## src/rtl/vfte_pkg.sv

```systemverilog
// Shared types and helpers for the vector FP trap encoder.
// Assumes five exception conditions per lane, ordered by trap priority.
package vfte_pkg;

    localparam int COND_N    = 5;   // conditions reported per lane
    localparam int CTRL_W    = 32;  // control word width
    localparam int EN_LSB    = 24;  // trap-enable byte position
    localparam int STICKY_LSB = 16; // sticky flag byte position

    typedef logic [COND_N-1:0] cond_t;  // {inv, dz, ovf, unf, inx}
    typedef logic [7:0]        cbyte_t; // inv=7 .. inx=3, 2:0 unused

    typedef enum logic [3:0] {
        CAUSE_NONE  = 4'd0,
        CAUSE_INV   = 4'd1,
        CAUSE_DZ    = 4'd2,
        CAUSE_OVF   = 4'd3,
        CAUSE_UNF   = 4'd4,
        CAUSE_INX   = 4'd5
    } cause_e;

    // Place the five lane conditions into the control-byte layout.
    function automatic cbyte_t cond_to_byte(cond_t c);
        return {c, 3'b000};
    endfunction

endpackage

```

## src/rtl/vfte_prio_enc.sv

```systemverilog
// Priority encoder for one lane: masks the lane's conditions with the
// enable byte and builds {lane index, cause} for the most severe enabled
// condition. Purely combinational; assumes LANE_W <= 4.
module vfte_prio_enc
    import vfte_pkg::*;
#(
    parameter int LANE_W = 2
) (
    input  logic [LANE_W-1:0] lane_idx,
    input  cond_t             lane_flags,
    input  cbyte_t            en_byte,
    input  logic              sup_inexact,
    output logic [7:0]        code,
    output logic              trap
);

    localparam int IDX_FIELD = 4;

    cbyte_t hit;
    logic [3:0] cause;

    // Walk from lowest to highest priority so the most severe bit wins.
    always_comb begin
        hit = cond_to_byte(lane_flags) & en_byte;
        if (sup_inexact) begin
            hit[3] = 1'b0;
        end
        cause = CAUSE_NONE;
        for (int k = 3; k <= 7; k++) begin
            if (hit[k]) begin
                cause = 4'(8 - k);
            end
        end
    end

    // Pack the lane index above the cause; zero means no trap.
    always_comb begin
        trap = (cause != CAUSE_NONE);
        code = trap ? {IDX_FIELD'(lane_idx), cause} : 8'h00;
    end

    // Inexact cause never appears while it is suppressed.
    always_comb begin
        if (code[3:0] == CAUSE_INX) begin
            AST_INX_SUPPRESSED: assert (!sup_inexact);
        end
    end

endmodule

```

## src/rtl/vfte_lane_seq.sv

```systemverilog
// Lane sequencer: latches the operation setup, accumulates lane conditions,
// and decides when the operation ends (trap, single element, last lane).
// Assumes one lane per lane_valid beat and lanes ignored while idle.
module vfte_lane_seq
    import vfte_pkg::*;
#(
    parameter int LANES = 4,
    localparam int CNT_W = $clog2(LANES + 1)
) (
    input  logic             clk,
    input  logic             rst_n,
    input  logic             op_start,
    input  logic             op_single,
    input  logic             op_no_inexact_trap,
    input  logic [CNT_W-1:0] op_lane_count,
    input  logic             lane_valid,
    input  cond_t            lane_flags,
    input  logic             lane_trap,
    input  logic [7:0]       lane_code,
    output logic             sup_cfg,
    output logic             busy,
    output logic             trap_pulse,
    output logic [7:0]       trap_code,
    output logic             done,
    output logic             dest_we,
    output logic             merge_en,
    output cbyte_t           merge_flags
);

    logic             single_q;
    logic [CNT_W-1:0] count_q;
    logic [CNT_W-1:0] seen_q;
    cbyte_t           acc_q;
    logic             accept;
    logic             last_lane;
    logic             finish;

    // Decide whether the lane on the inputs ends the operation.
    always_comb begin
        accept      = busy && lane_valid;
        last_lane   = (CNT_W'(seen_q + 1'b1) >= count_q);
        finish      = accept && (lane_trap || single_q || last_lane);
        merge_en    = finish && !lane_trap;
        merge_flags = acc_q | cond_to_byte(lane_flags);
    end

    // Operation state, accumulator and registered result pulses.
    always_ff @(posedge clk) begin
        if (!rst_n) begin
            busy       <= 1'b0;
            single_q   <= 1'b0;
            sup_cfg    <= 1'b0;
            count_q    <= '0;
            seen_q     <= '0;
            acc_q      <= '0;
            trap_pulse <= 1'b0;
            trap_code  <= '0;
            done       <= 1'b0;
            dest_we    <= 1'b0;
        end else begin
            trap_pulse <= 1'b0;
            trap_code  <= '0;
            done       <= 1'b0;
            dest_we    <= 1'b0;
            if (op_start) begin
                busy     <= 1'b1;
                single_q <= op_single;
                sup_cfg  <= op_no_inexact_trap;
                count_q  <= op_lane_count;
                seen_q   <= '0;
                acc_q    <= '0;
            end else if (accept) begin
                seen_q <= seen_q + 1'b1;
                acc_q  <= merge_flags;
                if (finish) begin
                    busy       <= 1'b0;
                    done       <= 1'b1;
                    trap_pulse <= lane_trap;
                    trap_code  <= lane_trap ? lane_code : 8'h00;
                    dest_we    <= !lane_trap;
                end
            end
        end
    end

    AST_TRAP_ENDS_OP: assert property (@(posedge clk) disable iff (!rst_n)
        trap_pulse |-> (done && !dest_we));
    AST_CODE_ONLY_ON_TRAP: assert property (@(posedge clk) disable iff (!rst_n)
        !trap_pulse |-> (trap_code == 8'h00));
    AST_DONE_ONE_CYCLE: assert property (@(posedge clk) disable iff (!rst_n)
        done |=> !done);
    AST_SINGLE_STOPS: assert property (@(posedge clk) disable iff (!rst_n)
        (busy && single_q && lane_valid && !op_start) |=> (done && !busy));
    AST_IDLE_QUIET: assert property (@(posedge clk) disable iff (!rst_n)
        (!busy && !op_start) |=> !done);

endmodule

```

## src/rtl/vfte_ctrl_reg.sv

```systemverilog
// Control word: trap enables in the top byte, sticky flags below them.
// Software writes take priority over a same-cycle flag merge.
module vfte_ctrl_reg
    import vfte_pkg::*;
(
    input  logic              clk,
    input  logic              rst_n,
    input  logic              wr_en,
    input  logic [CTRL_W-1:0] wr_data,
    input  logic              merge_en,
    input  cbyte_t            merge_flags,
    output logic [CTRL_W-1:0] ctrl_q,
    output cbyte_t            en_byte
);

    // Hold the control word; OR merged flags into the sticky byte.
    always_ff @(posedge clk) begin
        if (!rst_n) begin
            ctrl_q <= '0;
        end else if (wr_en) begin
            ctrl_q <= wr_data;
        end else if (merge_en) begin
            ctrl_q[STICKY_LSB +: 8] <= ctrl_q[STICKY_LSB +: 8] | merge_flags;
        end
    end

    // Expose the enable byte to the encoder.
    always_comb en_byte = ctrl_q[EN_LSB +: 8];

    AST_CTRL_HOLD: assert property (@(posedge clk) disable iff (!rst_n)
        (!wr_en && !merge_en) |=> $stable(ctrl_q));
    AST_FLAGS_STICKY: assert property (@(posedge clk) disable iff (!rst_n)
        (!wr_en && merge_en) |=>
        ((ctrl_q[STICKY_LSB +: 8] & $past(ctrl_q[STICKY_LSB +: 8]))
            == $past(ctrl_q[STICKY_LSB +: 8])));

endmodule

```

## src/rtl/vfp_trap_encoder.sv

```systemverilog
// Top level of the vector FP exception trap encoder. Connects the control
// word, the per-lane priority encoder and the lane sequencer.
// Assumes lanes are reported one per cycle by the arithmetic datapath.
module vfp_trap_encoder
    import vfte_pkg::*;
#(
    parameter int LANES = 4,
    localparam int LANE_W = (LANES > 1) ? $clog2(LANES) : 1,
    localparam int CNT_W  = $clog2(LANES + 1)
) (
    input  logic              clk,
    input  logic              rst_n,
    input  logic              ctrl_wr_en,
    input  logic [31:0]       ctrl_wr_data,
    output logic [31:0]       ctrl_q,
    input  logic              op_start,
    input  logic              op_single,
    input  logic              op_no_inexact_trap,
    input  logic [CNT_W-1:0]  op_lane_count,
    input  logic              lane_valid,
    input  logic [LANE_W-1:0] lane_idx,
    input  logic [4:0]        lane_flags,
    output logic              busy,
    output logic              trap_pulse,
    output logic [7:0]        trap_code,
    output logic              done,
    output logic              dest_we
);

    cbyte_t     en_byte;
    cbyte_t     merge_flags;
    logic       merge_en;
    logic       sup_cfg;
    logic       lane_trap;
    logic [7:0] lane_code;

    vfte_ctrl_reg u_ctrl (
        .clk         (clk),
        .rst_n       (rst_n),
        .wr_en       (ctrl_wr_en),
        .wr_data     (ctrl_wr_data),
        .merge_en    (merge_en),
        .merge_flags (merge_flags),
        .ctrl_q      (ctrl_q),
        .en_byte     (en_byte)
    );

    vfte_prio_enc #(.LANE_W(LANE_W)) u_enc (
        .lane_idx    (lane_idx),
        .lane_flags  (lane_flags),
        .en_byte     (en_byte),
        .sup_inexact (sup_cfg),
        .code        (lane_code),
        .trap        (lane_trap)
    );

    vfte_lane_seq #(.LANES(LANES)) u_seq (
        .clk                (clk),
        .rst_n              (rst_n),
        .op_start           (op_start),
        .op_single          (op_single),
        .op_no_inexact_trap (op_no_inexact_trap),
        .op_lane_count      (op_lane_count),
        .lane_valid         (lane_valid),
        .lane_flags         (lane_flags),
        .lane_trap          (lane_trap),
        .lane_code          (lane_code),
        .sup_cfg            (sup_cfg),
        .busy               (busy),
        .trap_pulse         (trap_pulse),
        .trap_code          (trap_code),
        .done               (done),
        .dest_we            (dest_we),
        .merge_en           (merge_en),
        .merge_flags        (merge_flags)
    );

    AST_TRAP_KEEPS_CTRL: assert property (@(posedge clk) disable iff (!rst_n)
        (trap_pulse && !$past(ctrl_wr_en)) |-> $stable(ctrl_q));

endmodule

```

## config.mk

```make
export PLATFORM = sky130hd
export DESIGN_NAME = vfp_trap_encoder
export DESIGN_NICKNAME = d
export VERILOG_FILES = /design/src/rtl/vfte_pkg.sv /design/src/rtl/vfte_prio_enc.sv /design/src/rtl/vfte_lane_seq.sv /design/src/rtl/vfte_ctrl_reg.sv /design/src/rtl/vfp_trap_encoder.sv
export SDC_FILE = /design/constraint.sdc
export NUM_CORES = 1
export LEC_CHECK = 0
export BUFFER_PORTS_ARGS = -buffer_cell sky130_fd_sc_hd__buf_2
export CAP_MARGIN = 30
export CORE_MARGIN = 2
export CORE_UTILIZATION = 47
export CTS_BUF_LIST = sky130_fd_sc_hd__clkbuf_16
export DETAILED_ROUTE_END_ITERATION = 8
export PLACE_DENSITY = 0.86
export SYNTH_ARGS = -nofsm -noshare
export SYNTH_HDL_FRONTEND = slang
export SYNTH_SLANG_ARGS = --single-unit
```

## constraint.sdc

```tcl
create_clock -name clk -period 2.3 [get_ports clk]
set_clock_uncertainty 0.15 [all_clocks]
set_input_delay 0.23 -clock clk [delete_from_list [all_inputs] [get_ports clk]]
set_output_delay 0.23 -clock clk [all_outputs]
set_load 0.005 [all_outputs]
```

==> After elaboration in Yosys (flattened, before gate mapping) <==
Index checks and enable logic that the tools add are counted.
{ "totals": {"register_bits": 58, "in_bits": 49, "mem_bits_ro": 0, "latch_bits": 0, "out_inout_bits": 44, "word_cells": 48, "n_memories": 0, "ram_bits": 0} }
{ "classes": {"magnitude_cmp": 1, "n_addsub": 1, "n_eq_ne": 0, "n_div": 0, "shifts": 0, "n_bitwise": 7, "muxes": 12, "reduce_logical": 15, "mul": 0} }
{ "ops": {"columns": ["cell", "n"], "rows": [
  ["$mux 8", 2],
  ["$or 8x8->8", 2],
  ["$mux 3", 5],
  ["$and 8x8->8", 1],
  ["$reduce_bool 2->1", 3],
  ["$mux 1", 5],
  ["$reduce_or 5->1", 1],
  ["$not 1->1", 4],
  ["$reduce_bool 4->1", 1],
  ["$reduce_or 4->1", 1],
  ["$add 3x1->3 const B", 1],
  ["$ge 3x3->1", 1],
  ["$logic_and 1x1->1", 3],
  ["$reduce_or 3->1", 1],
  ["$logic_or 1x1->1", 2],
  ["$reduce_and 2->1", 1],
  ["$reduce_or 2->1", 1],
  ["$logic_not 1->1", 1]
]} }

==> Longest topological paths before layout <==
{ "logic_depth": {"ltp_word": 14, "mapped_depth": 7} }

==> By module <==
A second synthesis with hierarchy kept.
{ "hier_totals": {"hier_cells": 236, "area_unflattened_um2": 2409.8} }
{ "modules_own_cells": {"columns": ["module", "instances", "cells_per_inst", "seq_area_each_um2", "area_per_inst_um2"], "rows": [
  ["vfte_ctrl_reg", 1, 121, 640.6, 1325.0],
  ["vfte_lane_seq", 1, 95, 500.5, 959.7],
  ["vfte_prio_enc", 1, 20, 0.0, 125.1]
]} }

==> Least setup slack after synthesis <==
OpenSTA, ideal clock, no wires.
{ "synth_timing": {"path_type": "register to register", "startpoint": "register u_seq.seen_q[0]", "endpoint": "register u_ctrl.ctrl_q[19]", "synth_period_minus_slack_ps": 2036, "slack_ps": 264, "t_arrival_ps": 1814, "required_ps": 2078, "n_path_buf": 0, "stages_incl_launch_ff": 8, "setup_time_ps": 72, "cell_sequence": "dfxtp_1 > ha_1 > xor2_1 > ha_1 > a211oi_1 > o21ai_2 > a31oi_4 > mux2i_1"} }
{ "synth_via": {"elab_chain_len": 6} }
{ "synth_rtl": {"columns": ["item", "line", "source"], "rows": [
  ["start, declared", "vfte_lane_seq.sv:32", "logic [CNT_W-1:0] seen_q;"],
  ["start signal, assigned", "vfte_lane_seq.sv:73", "seen_q <= seen_q + 1'b1;"],
  ["$add 3x1->3", "vfte_lane_seq.sv:41", "last_lane = (CNT_W'(seen_q + 1'b1) >= count_q);"],
  ["$ge 3x3->1", "vfte_lane_seq.sv:41", null],
  ["$logic_or 1x1->1", "vfte_lane_seq.sv:42", "finish = accept && (lane_trap || single_q || last_lane);"],
  ["$logic_and 1x1->1", "vfte_lane_seq.sv:42", null],
  ["$logic_and 1x1->1", "vfte_lane_seq.sv:43", "merge_en = finish && !lane_trap;"],
  ["$reduce_bool 2->1 (no line)", null, null],
  ["end signal, assigned", "vfte_ctrl_reg.sv:21", "ctrl_q <= wr_data;"],
  ["end signal, assigned by index", "vfte_ctrl_reg.sv:23", "ctrl_q[STICKY_LSB +: 8] <= ctrl_q[STICKY_LSB +: 8] | merge_flags;"],
  ["end, declared", "vfte_ctrl_reg.sv:12", "output logic [CTRL_W-1:0] ctrl_q,"]
]} }
No other way between the ends.
A chain may end at the register's enable or synchronous reset.

==> Worst setup path after layout <==
{ "layout_timing": {"startpoint": "register u_seq.seen_q[0]", "endpoint": "register u_ctrl.ctrl_q[21]"} }
Same word-level chain as after synthesis.

==> flow_summary.json <==
{
  "status": "complete, no violations",
  "vias": 1763,
  "cts_tree": "built",
  "period_share_pct": 92.8,
  "cts_root_buffer": "clkbuf_16",
  "nNetsFinal": 360,
  "use_met1_pct": 20.5,
  "synth_top_area_share_pct": 49.1,
  "portBuffers": 89,
  "postLayoutCoreUtil_pct": 62.8,
  "slew_headroom_pct": 46.5,
  "die_h_um": 72.4,
  "ys_seq_elements": 54,
  "r2r_start": "u_seq.seen_q[0]$_SDFFE_PP0P_",
  "vias_per_cell": 4.91,
  "grt_usage_pct": 17.9,
  "regToRegEndpoint": "u_ctrl.ctrl_q[21]$_SDFFE_PN0P_",
  "worstSetupPathType": "reg2reg",
  "synth_edf_count": 0,
  "io_pins": 93,
  "cts_repair_resize_count": 0,
  "hold_violations": 0,
  "initial_utilization_pct": 49.5,
  "insertedDiodeCount": 0,
  "synth_cells": 222,
  "fmax_mhz": 469,
  "syn_area_mm2": 0.00220,
  "worst_pin_slew_ns": 0.803,
  "first_global_vias": 1652,
  "wl_per_cell_um": 12.8,
  "drt-total-wl_um": 4580,
  "worst_setup_path_end_kind": "flop",
  "rrSetupSlack_ns": 0.17,
  "yosysSeqAreaShare_pct": 49.1,
  "clk_path_buf_depth": 2,
  "fp.dieW_um": 72.4,
  "cap_violations": 0,
  "gr-usage-met3_pct": 6.25,
  "post-cts-setup-buffer-count": 0,
  "cts_buffers": 5,
  "yosysWarnings": 0,
  "critPathArrivalTime_ns": 2.19,
  "synthTopCellsByCount": "dfxtp_1, mux2i_1, nor2b_1, nand2_1, nor2_1",
  "worstHoldStart": "lane_idx[0]",
  "grt_use_met2_pct": 30.3,
  "first_pass_iters": 4,
  "ys.flop_type": "dfxtp_1",
  "start_kind": "flop",
  "rr_worst_depth": 7,
  "overflow": 0,
  "cts_sinks": 54,
  "rows": 24,
  "path_max_fanout": 5,
  "holdPathEnd": "u_seq.trap_code[4]$_SDFF_PP0_",
  "min_period_ns": 2.13,
  "grt_pass1_wl_um": 7220,
  "setup_violations": 0,
  "hold_class": "in2reg",
  "insertion_delay_ns": 0.28,
  "critPathRequiredTime_ns": 2.35,
  "hpwlAfterDp_um": 3390,
  "worst_slack_ns": 0.166,
  "coreArea_mm2": 0.00444,
  "grt_start_max_net_pins": 45,
  "peakVddDrop_uv": 374,
  "drc": 0,
  "cts_hold_buf": 0,
  "synth_top_cell_by_area": "dfxtp_1",
  "syn2layout_area_growth_pct": 27.0,
  "postRouteAntennaNets": 0,
  "yosysMostFrequentCell": "dfxtp_1",
  "htreeDepth": 2,
  "syn_area_per_cell_um2": 9.91,
  "drt_iter0_markers": 72,
  "gp_congestion": 0.810,
  "gr-max-usage-layer": "met2",
  "antenna_found_initial": 0,
  "drive_above_1_share_pct": 33.2,
  "finalSetupTns_ns": 0,
  "holdWs_ns": 0.0292,
  "dp_cells": 352,
  "hold_depth": 2,
  "clkTransAtPathRegs_ns": 0.06,
  "layoutNonFillerInstCount": 359,
  "yosysUniqueCellTypes": 30,
  "drv_slew": 0,
  "rsz0062_at_grt": "false",
  "synthArstFlopShare_pct": 0,
  "p_leak_nw": 1.39,
  "power.density_mw_per_mm2": 693,
  "die_area_mm2": 0.00524,
  "dp_slack_ns": 0.125,
  "synthTopCellsByArea": "dfxtp_1, mux2i_1, nor2b_1, nand2_1, ha_1"
}
cell families (layout without fill, tap and decap cells):
| family | count (synthesis) | in the layout | share of synthesized area [%] |
|---|---|---|---|
| AOI/OAI and AO/OA | 22 | 22 | 6.77 |
| xor gates and xnor gates | 3 | 3 | 1.19 |
| adders and majority gates | 4 | 4 | 2.28 |
| buffers and inverters | 17 | 100 | 3.87 |
| DFF | 54 | 54 | 49.1 |
| muxes | 37 | 37 | 16.8 |
| other | 1 | 3 | 0.170 |
| and+or+nand+nor | 84 | 84 | 19.7 |
critical path, stage by stage, from the launching register on:
cell and delay (ns):
dfxtp_1 0.33, ha_1 0.22, xor2_1 0.14, ha_1 0.30, a211oi_2 0.24, o21ai_2 0.13, a31oi_4 0.29, mux2i_1 0.23
final cells by class:
type / instances / area, µm²
fill: 381 / 1650
sequential: 54 / 1080
multi-input combinational: 153 / 1050
timing repair buffer: 91 / 460
clock buffer: 5 / 125
tap: 52 / 65.1
clock inverter: 2 / 7.51
inverter: 2 / 7.51
how the worst max path moves through the flow:
stage,from,end,slack (ns)
after detailed placement,u_seq.seen_q[0]$_SDFFE_PP0P_,u_ctrl.ctrl_q[21]$_SDFFE_PN0P_,0.12
after CTS,u_seq.seen_q[0]$_SDFFE_PP0P_,u_ctrl.ctrl_q[21]$_SDFFE_PN0P_,0.1
after global placement,u_seq.seen_q[0]$_SDFFE_PP0P_,u_ctrl.ctrl_q[23]$_SDFFE_PN0P_,0.19
after floorplan,u_seq.seen_q[0]$_SDFFE_PP0P_,u_ctrl.ctrl_q[19]$_SDFFE_PN0P_,0.26
after global routing,u_seq.seen_q[0]$_SDFFE_PP0P_,u_ctrl.ctrl_q[21]$_SDFFE_PN0P_,0.06
final,u_seq.seen_q[0]$_SDFFE_PP0P_,u_ctrl.ctrl_q[21]$_SDFFE_PN0P_,0.17
flip-flops by register name, indices dropped and copies added (netlist names):
name,cells
u_seq.busy,1
u_ctrl.ctrl_q,32
u_seq.seen_q,3
u_seq.dest_we,1
u_seq.done,1
u_seq.single_q,1
u_seq.count_q,3
u_seq.acc_q,5
u_seq.trap_code,5
u_seq.sup_cfg,1
u_seq.trap_pulse,1
through the flow:
step,total power [mW],cell area [µm²]
finish,1.93,2790
global route,2.03,2790
CTS,1.96,2790
detailed placement,1.28,2660
global placement,1.27,2660
floorplan,1.17,2210
cells in the final DEF, fill, tap and decap left out, types with 2 or more instances in the layout:
cell type  Yosys  layout
buf_2          5      89
dfxtp_1       54      54
mux2i_1       37      37
nor2b_1       34      34
nand2_1       26      26
nor2_1         9       9
o21ai_0        7       7
a21oi_1        7       7
nor3_1         5       5
clkbuf_16      0       5
inv_1          2       4
ha_1           4       4
conb_1         1       3
xor2_1         2       2
and2_1         2       2
and3_2         2       2
o21a_1         2       2
and3_1         2       2
buf_4          4       2
routing by layer:
metal / wire length (µm) / share of wire [%]
met3: 309 / 6.7
met1: 1980 / 43
met2: 2240 / 49
met5: 0 / 0
met4: 48 / 1.0
report_power, final:
group          internal, mW  total, mW  switching (mW)
logic                 0.127      0.247           0.119
clock network         0.389      0.678           0.289
registers             0.982       1.01          0.0282
Note: power is estimated with default switching activity, not from simulation.
